File: config.mk
export PLATFORM = sky130hd
export DESIGN_NAME = cmp_timer
export DESIGN_NICKNAME = d
export VERILOG_FILES = /design/src/rtl/tmr_pkg.sv /design/src/rtl/tmr_ctrl.sv /design/src/rtl/tmr_dp.sv /design/src/rtl/cmp_timer.sv
export SDC_FILE = /design/constraint.sdc
export NUM_CORES = 1
export LEC_CHECK = 0
export CAP_MARGIN = 40
export CORE_UTILIZATION = 52
export DETAILED_ROUTE_END_ITERATION = 12
export PLACE_DENSITY = 0.78
export RECOVER_POWER = 25
export SYNTH_ARGS = -nofsm -noshare
export SYNTH_HDL_FRONTEND = slang
export SYNTH_SLANG_ARGS = --single-unit
File: constraint.sdc
create_clock -name clk -period 3 [get_ports clk]
set_input_delay 0.45 -clock clk [delete_from_list [all_inputs] [get_ports clk]]
set_output_delay 0.45 -clock clk [all_outputs]
set_load 0.01 [all_outputs]
File: src/rtl/tmr_pkg.sv
package tmr_pkg;
  localparam logic [7:0] OFF_CTRL = 8'h00;
  localparam logic [7:0] OFF_PRE  = 8'h04;
  localparam logic [7:0] OFF_STAT = 8'h08;
  localparam logic [7:0] OFF_IEN  = 8'h0C;
  localparam logic [7:0] OFF_CMP  = 8'h10;
  localparam logic [7:0] OFF_CNT  = 8'h24;

  localparam int BIT_EN   = 0;
  localparam int BIT_WAIT = 3;
  localparam int SRC_LSB  = 6;
  localparam int BIT_FREE = 9;

  typedef enum logic [1:0] {
    SRC_OFF  = 2'b00,
    SRC_BUS  = 2'b01,
    SRC_PER  = 2'b10,
    SRC_NONE = 2'b11
  } srcSel_e;

  // strobes from control to datapath, one cycle each
  typedef struct packed {
    logic clearAll;
    logic advance;
    logic freeRun;
    logic statClr;
    logic cmpWr;
  } tmrStrobe_t;
endpackage

File: src/rtl/tmr_ctrl.sv
module tmr_ctrl
  import tmr_pkg::*;
#(
  parameter int ADDR_W = 8,
  parameter int DATA_W = 32,
  parameter int PRE_W  = 12
) (
  input  logic              clk,
  input  logic              rstN,
  input  logic [ADDR_W-1:0] regAddr,
  input  logic              regWe,
  input  logic [DATA_W-1:0] regWdata,
  input  logic              busTick,
  input  logic              perTick,
  input  logic              waitMode,
  output logic [DATA_W-1:0] ctrlVal,
  output logic [PRE_W-1:0]  preVal,
  output logic              irqEnBit,
  output tmrStrobe_t        strobe
);
  localparam logic [DATA_W-1:0] CTRL_MASK =
    DATA_W'((1 << BIT_EN) | (1 << BIT_WAIT) | (3 << SRC_LSB) | (1 << BIT_FREE));

  logic [DATA_W-1:0] ctrlQ;
  logic [PRE_W-1:0]  preQ;
  logic [PRE_W-1:0]  phaseQ;
  logic              ienQ;
  logic              ctrlWr;
  logic              clearAll;
  logic              selTick;
  logic              runOk;
  logic              tickEn;
  logic              phaseWrap;
  srcSel_e           srcSel;

  assign ctrlWr   = regWe && (regAddr == ADDR_W'(OFF_CTRL));
  assign clearAll = ctrlWr && (regWdata == '0);
  assign srcSel   = srcSel_e'(ctrlQ[SRC_LSB+1:SRC_LSB]);

  always_comb begin
    case (srcSel)
      SRC_BUS: selTick = busTick;
      SRC_PER: selTick = perTick;
      default: selTick = 1'b0;
    endcase
  end

  assign runOk     = ctrlQ[BIT_EN] && (ctrlQ[BIT_WAIT] || !waitMode);
  assign tickEn    = runOk && selTick && !clearAll;
  assign phaseWrap = (phaseQ >= preQ);

  always_ff @(posedge clk or negedge rstN) begin
    if (!rstN) begin
      ctrlQ  <= '0;
      preQ   <= '0;
      ienQ   <= 1'b0;
      phaseQ <= '0;
    end else begin
      if (ctrlWr) ctrlQ <= regWdata & CTRL_MASK;
      if (regWe && (regAddr == ADDR_W'(OFF_PRE))) preQ <= regWdata[PRE_W-1:0];
      if (regWe && (regAddr == ADDR_W'(OFF_IEN))) ienQ <= regWdata[0];
      if (clearAll)    phaseQ <= '0;
      else if (tickEn) phaseQ <= phaseWrap ? '0 : phaseQ + 1'b1;
    end
  end

  assign ctrlVal         = ctrlQ;
  assign preVal          = preQ;
  assign irqEnBit        = ienQ;
  assign strobe.clearAll = clearAll;
  assign strobe.advance  = tickEn && phaseWrap;
  assign strobe.freeRun  = ctrlQ[BIT_FREE];
  assign strobe.statClr  = regWe && (regAddr == ADDR_W'(OFF_STAT)) && regWdata[0];
  assign strobe.cmpWr    = regWe && (regAddr == ADDR_W'(OFF_CMP));
endmodule

File: src/rtl/tmr_dp.sv
module tmr_dp
  import tmr_pkg::*;
#(
  parameter int ADDR_W = 8,
  parameter int DATA_W = 32,
  parameter int PRE_W  = 12
) (
  input  logic              clk,
  input  logic              rstN,
  input  logic [ADDR_W-1:0] regAddr,
  input  logic [DATA_W-1:0] regWdata,
  input  tmrStrobe_t        strobe,
  input  logic [DATA_W-1:0] ctrlVal,
  input  logic [PRE_W-1:0]  preVal,
  input  logic              irqEnBit,
  output logic [DATA_W-1:0] regRdata,
  output logic [DATA_W-1:0] cntVal,
  output logic [DATA_W-1:0] cmpVal,
  output logic              statusBit,
  output logic              matchPulse,
  output logic              irq
);
  logic [DATA_W-1:0] cntQ;
  logic [DATA_W-1:0] cmpQ;
  logic [DATA_W-1:0] stepVal;
  logic              statQ;
  logic              restartHit;

  assign restartHit = !strobe.freeRun && (cntQ == cmpQ);
  assign stepVal    = restartHit ? '0 : cntQ + 1'b1;
  assign matchPulse = strobe.advance && (stepVal == cmpQ);

  always_ff @(posedge clk or negedge rstN) begin
    if (!rstN) begin
      cntQ  <= '0;
      cmpQ  <= '0;
      statQ <= 1'b0;
    end else begin
      if (strobe.clearAll)     cntQ <= '0;
      else if (strobe.advance) cntQ <= stepVal;
      if (strobe.cmpWr) cmpQ <= regWdata;
      if (strobe.clearAll)     statQ <= 1'b0;
      else if (matchPulse)     statQ <= 1'b1;
      else if (strobe.statClr) statQ <= 1'b0;
    end
  end

  always_comb begin
    case (regAddr)
      ADDR_W'(OFF_CTRL): regRdata = ctrlVal;
      ADDR_W'(OFF_PRE):  regRdata = DATA_W'(preVal);
      ADDR_W'(OFF_STAT): regRdata = DATA_W'(statQ);
      ADDR_W'(OFF_IEN):  regRdata = DATA_W'(irqEnBit);
      ADDR_W'(OFF_CMP):  regRdata = cmpQ;
      ADDR_W'(OFF_CNT):  regRdata = cntQ;
      default:           regRdata = '0;
    endcase
  end

  assign cntVal    = cntQ;
  assign cmpVal    = cmpQ;
  assign statusBit = statQ;
  assign irq       = statQ && irqEnBit;
endmodule

File: src/rtl/cmp_timer.sv
module cmp_timer
  import tmr_pkg::*;
#(
  parameter int ADDR_W = 8,
  parameter int DATA_W = 32,
  parameter int PRE_W  = 12
) (
  input  logic              clk,
  input  logic              rstN,
  input  logic [ADDR_W-1:0] regAddr,
  input  logic              regWe,
  input  logic [DATA_W-1:0] regWdata,
  output logic [DATA_W-1:0] regRdata,
  input  logic              busTick,
  input  logic              perTick,
  input  logic              waitMode,
  output logic              irq
);
  logic [DATA_W-1:0] ctrlVal;
  logic [PRE_W-1:0]  preVal;
  logic              irqEnBit;
  tmrStrobe_t        strobe;
  logic [DATA_W-1:0] cntVal;
  logic [DATA_W-1:0] cmpVal;
  logic              statusBit;
  logic              matchPulse;

  tmr_ctrl #(.ADDR_W(ADDR_W), .DATA_W(DATA_W), .PRE_W(PRE_W)) u_ctrl (
    .clk(clk), .rstN(rstN), .regAddr(regAddr), .regWe(regWe),
    .regWdata(regWdata), .busTick(busTick), .perTick(perTick),
    .waitMode(waitMode), .ctrlVal(ctrlVal), .preVal(preVal),
    .irqEnBit(irqEnBit), .strobe(strobe)
  );

  tmr_dp #(.ADDR_W(ADDR_W), .DATA_W(DATA_W), .PRE_W(PRE_W)) u_dp (
    .clk(clk), .rstN(rstN), .regAddr(regAddr), .regWdata(regWdata),
    .strobe(strobe), .ctrlVal(ctrlVal), .preVal(preVal),
    .irqEnBit(irqEnBit), .regRdata(regRdata), .cntVal(cntVal),
    .cmpVal(cmpVal), .statusBit(statusBit), .matchPulse(matchPulse),
    .irq(irq)
  );
endmodule

==> impl_metrics.env, run 1 <==
export IMPL_status="complete, but fails checks"
export IMPL_violations="capacitance limit, slew limit, setup timing"
export IMPL_yosysSeqAreaShare=0.342
export IMPL_ys_warn_count=0
export IMPL_cts_buffers=9
export IMPL_place_area_mm2=0.00890
export IMPL_postRouteWirelength_um=25600
export IMPL_grt_start_max_net_pins=56
export IMPL_power_density_mw_per_mm2=337
export IMPL_dieArea_mm2=0.0138
export IMPL_io_pin_count=79
export IMPL_setup_slack_ps=-75.2
export IMPL_nNetsFinal=1038
export IMPL_port_buffers=78
export IMPL_areaGrowthSynthToFinish_pct=36.3
export IMPL_cp_cell_sequence="xnor2_1 > nand4_1 > or4_4 > nor4_4 > buf_4 > a21oi_1 > or3_4 > a2111oi_4 > nand4_1 > o22ai_2"
export IMPL_layout_min_cycle_time_ps=3080
export IMPL_drt_pass1_iter_count=5
export IMPL_synth_simple_gate_area_frac=0.208
export IMPL_synth_area_mm2=0.00694
export IMPL_relSlewSlack=-0.649
export IMPL_vias_per_cell=6.31
export IMPL_synth_fa_ha_area_frac=0.0303
export IMPL_critical_path_arrival_ps=3350
export IMPL_peakVddDrop_mv=0.336
export IMPL_setup_viol=1
export IMPL_cp_slowest_stage_delay_ps=540
export IMPL_remaining_drc_errors=0
export IMPL_critPathSlowestCell="or4_4"
export IMPL_insertedDiodeCount=0
export IMPL_cts_root_buf="clkbuf_16"
export IMPL_rrSetupSlack_ps=-80
export IMPL_setup_tns_ps=-75.2
export IMPL_synth_area_per_cell_um2=8.95
export IMPL_hold_class="flip-flop to flip-flop"
export IMPL_die_width_um=118
export IMPL_wl_per_cell_um=22.2
export IMPL_required_ps=3270
export IMPL_hold_buffers=0
export IMPL_path_buf_inv=1
export IMPL_synth_top_family_by_area="simple AND/OR/NAND/NOR gates"
export IMPL_hold_viol_final=0
export IMPL_cts_tree="yes"
export IMPL_drv_slew=42
export IMPL_insertion_delay_ps=360
export IMPL_grt_pass1_vias=7044
export IMPL_fmax_mhz=325
export IMPL_drt_iter0_drc=809
export IMPL_start_kind="flip-flop"
export IMPL_p_total_mw=3.19
export IMPL_drv_cap=1
export IMPL_final_period_utilization=1.03
export IMPL_gp_congestion=1.04
export IMPL_critical_path_top_delay_family="simple AND/OR/NAND/NOR gates"
export IMPL_crit_path_frequent_cell="nand4_1"
export IMPL_overflow=0
export IMPL_core_mm2=0.0128
export IMPL_skew_ps=12.7
export IMPL_cts_num_sinks=95
export IMPL_synth_top_area_frac=0.342
export IMPL_die_h_um=118
export IMPL_p_leak_nw=4.33
export IMPL_drive_gt1_frac=0.299
export IMPL_grt_pass1_wl_um=39100
export IMPL_netlist_instances=776
export IMPL_clkTransAtPathRegs_ps=70
export IMPL_synth_area_leader_cell="dfrtp_1"
export IMPL_grt_util_all_layers=0.372
export IMPL_synthTopCellsByArea="dfrtp_1 (34%), mux2_2 (8.6%), xnor2_1 (5.2%)"
export IMPL_synth_edf_count=0
export IMPL_synthXorXnorAreaFrac=0.0835
export IMPL_clk_path_buf_depth=2
export IMPL_crit_type="flip-flop to flip-flop"
export IMPL_ant_nets=0
export IMPL_hold_ws_ps=540
export IMPL_antenna_found_initial=0
export IMPL_async_flop_share=1.00
export IMPL_initial_core_util=0.541
export IMPL_ys_flop_type="dfrtp_1"
export IMPL_dp_hpwl_um=19300
export IMPL_synthMuxAreaShare=0.106
export IMPL_vias=7281
export IMPL_synthDistinctLibCells=75
export IMPL_rows=41
export IMPL_htree_levels=3
export IMPL_synth_compound_area_frac=0.177
export IMPL_max_slew_worst_pin_slew_ps=2470
export IMPL_worstSetupEndpointType="flip-flop"
export IMPL_design_area_mm2=0.00946
export IMPL_grt_setup_unrepaired="true"
export IMPL_syn_nets=838
export IMPL_worstPathMaxFanout=3
export IMPL_synth_seq_cells=95
[cells in the final DEF (no fill, tap or decap), drive strengths merged, types with 20 or more instances in the layout]
cell type / Yosys / routed
a21oi: 39 / 39
a22o: 21 / 21
buf: 26 / 169
clkdlybuf4s50: 0 / 45
dfrtp: 95 / 95
inv: 29 / 33
mux2: 53 / 53
nand2: 45 / 45
nand3: 24 / 24
nand3b: 20 / 20
nor2: 61 / 61
nor4: 22 / 22
o21ai: 61 / 61
xnor2: 41 / 41
xor2: 20 / 20
[Yosys cell counts (all sizes together), types with 19 or more instances]
master,number
nor2,61
xnor2,41
dfrtp,95
xor2,20
a21oi,39
inv,29
nand3,24
a22o,21
o21ai,61
nand3b,20
nand4,19
nand2,45
buf,26
clkbuf,32
nor4,22
mux2,53
[sequential cells by signal, summed over array words and instances (netlist names)]
name and count:
u_dp.cmpVal 32, u_dp.cntVal 32, u_ctrl.phaseQ 12, u_ctrl.preVal 12
u_ctrl.ctrlVal 5, u_ctrl.irqEnBit 1, u_dp.statusBit 1
[cell families (layout without fill, tap and decap cells)]
family | Yosys count | count (layout)
AOI/OAI and AO/OA | 186 | 186
DFF | 95 | 95
adders and majority gates | 17 | 17
buffers and inverters | 87 | 292
muxes | 67 | 67
xor gates and xnor gates | 63 | 63
and+or+nand+nor | 261 | 261
[final cells by class]
class,instances,area (µm²)
inverter,29,109
fill,955,3360
clock buffer,9,225
sequential,95,2380
multi-input combinational,594,4430
tap,172,215
timing repair buffer,247,2050
clock inverter,7,52.6
[path summary, 6_finish.rpt]
| path | startpoint | to | depth (start not counted) |
|---|---|---|---|
| hold reg to reg | u_ctrl.irqEnBit | u_ctrl.irqEnBit | 1 |
| setup reg to reg | u_dp.cmpVal[27] | u_dp.statusBit | 10 |
| setup / recovery | u_dp.cmpVal[27] | u_dp.statusBit | 10 |
| max in group asynchronous | rstN | u_dp.cmpVal[6] | 2 |
| hold / removal | u_ctrl.irqEnBit | u_ctrl.irqEnBit | 1 |
| min in group asynchronous | rstN | u_dp.cntVal[19] | 1 |
[timing repair]
| item | CTS | global route |
|---|---|---|
| gates resized for setup | 48 | 51 |
| setup buffers | 12 | 5 |
| gates cloned | 1 | 0 |
| setup endpoints to repair | 33 | 16 |
| pin swaps | 13 | 18 |
| hold endpoints to repair | 0 | 0 |
[per-stage QoR]
| stage | cells | setup slack [ps] | util |
|---|---|---|---|
| floorplan | 776 | 67.3 | - |
| global placement | 1121 | -166 | 0.694 |
| detailed placement | 1121 | -283 | 0.694 |
| CTS | 1149 | -123 | 0.725 |
| global route | 1153 | -213 | 0.738 |
| finish | 1153 | -75.2 | 0.738 |
[layer usage]
metal	GRT usage	vias to the layer above	routed length [µm]
li1	-	3243	-
met1	0.507	3505	10700
met2	0.543	445	11100
met3	0.0911	88	2550
met4	0.204	0	1270
met5	0	-	0
[where the power goes]
| part | total, mW | switching [mW] | internal, mW |
|---|---|---|---|
| clock network | 1.12 | 0.550 | 0.574 |
| logic | 0.720 | 0.381 | 0.339 |
| registers | 1.34 | 0.0325 | 1.31 |
(Power assumes the default switching activity.)
==> inputs of run 2 (changes only) <==
- GPL_TIMING_DRIVEN: default -> 1
==> results of run 2 <==
Same layout as run 1: the final DEF is identical, and so are final timing and power.
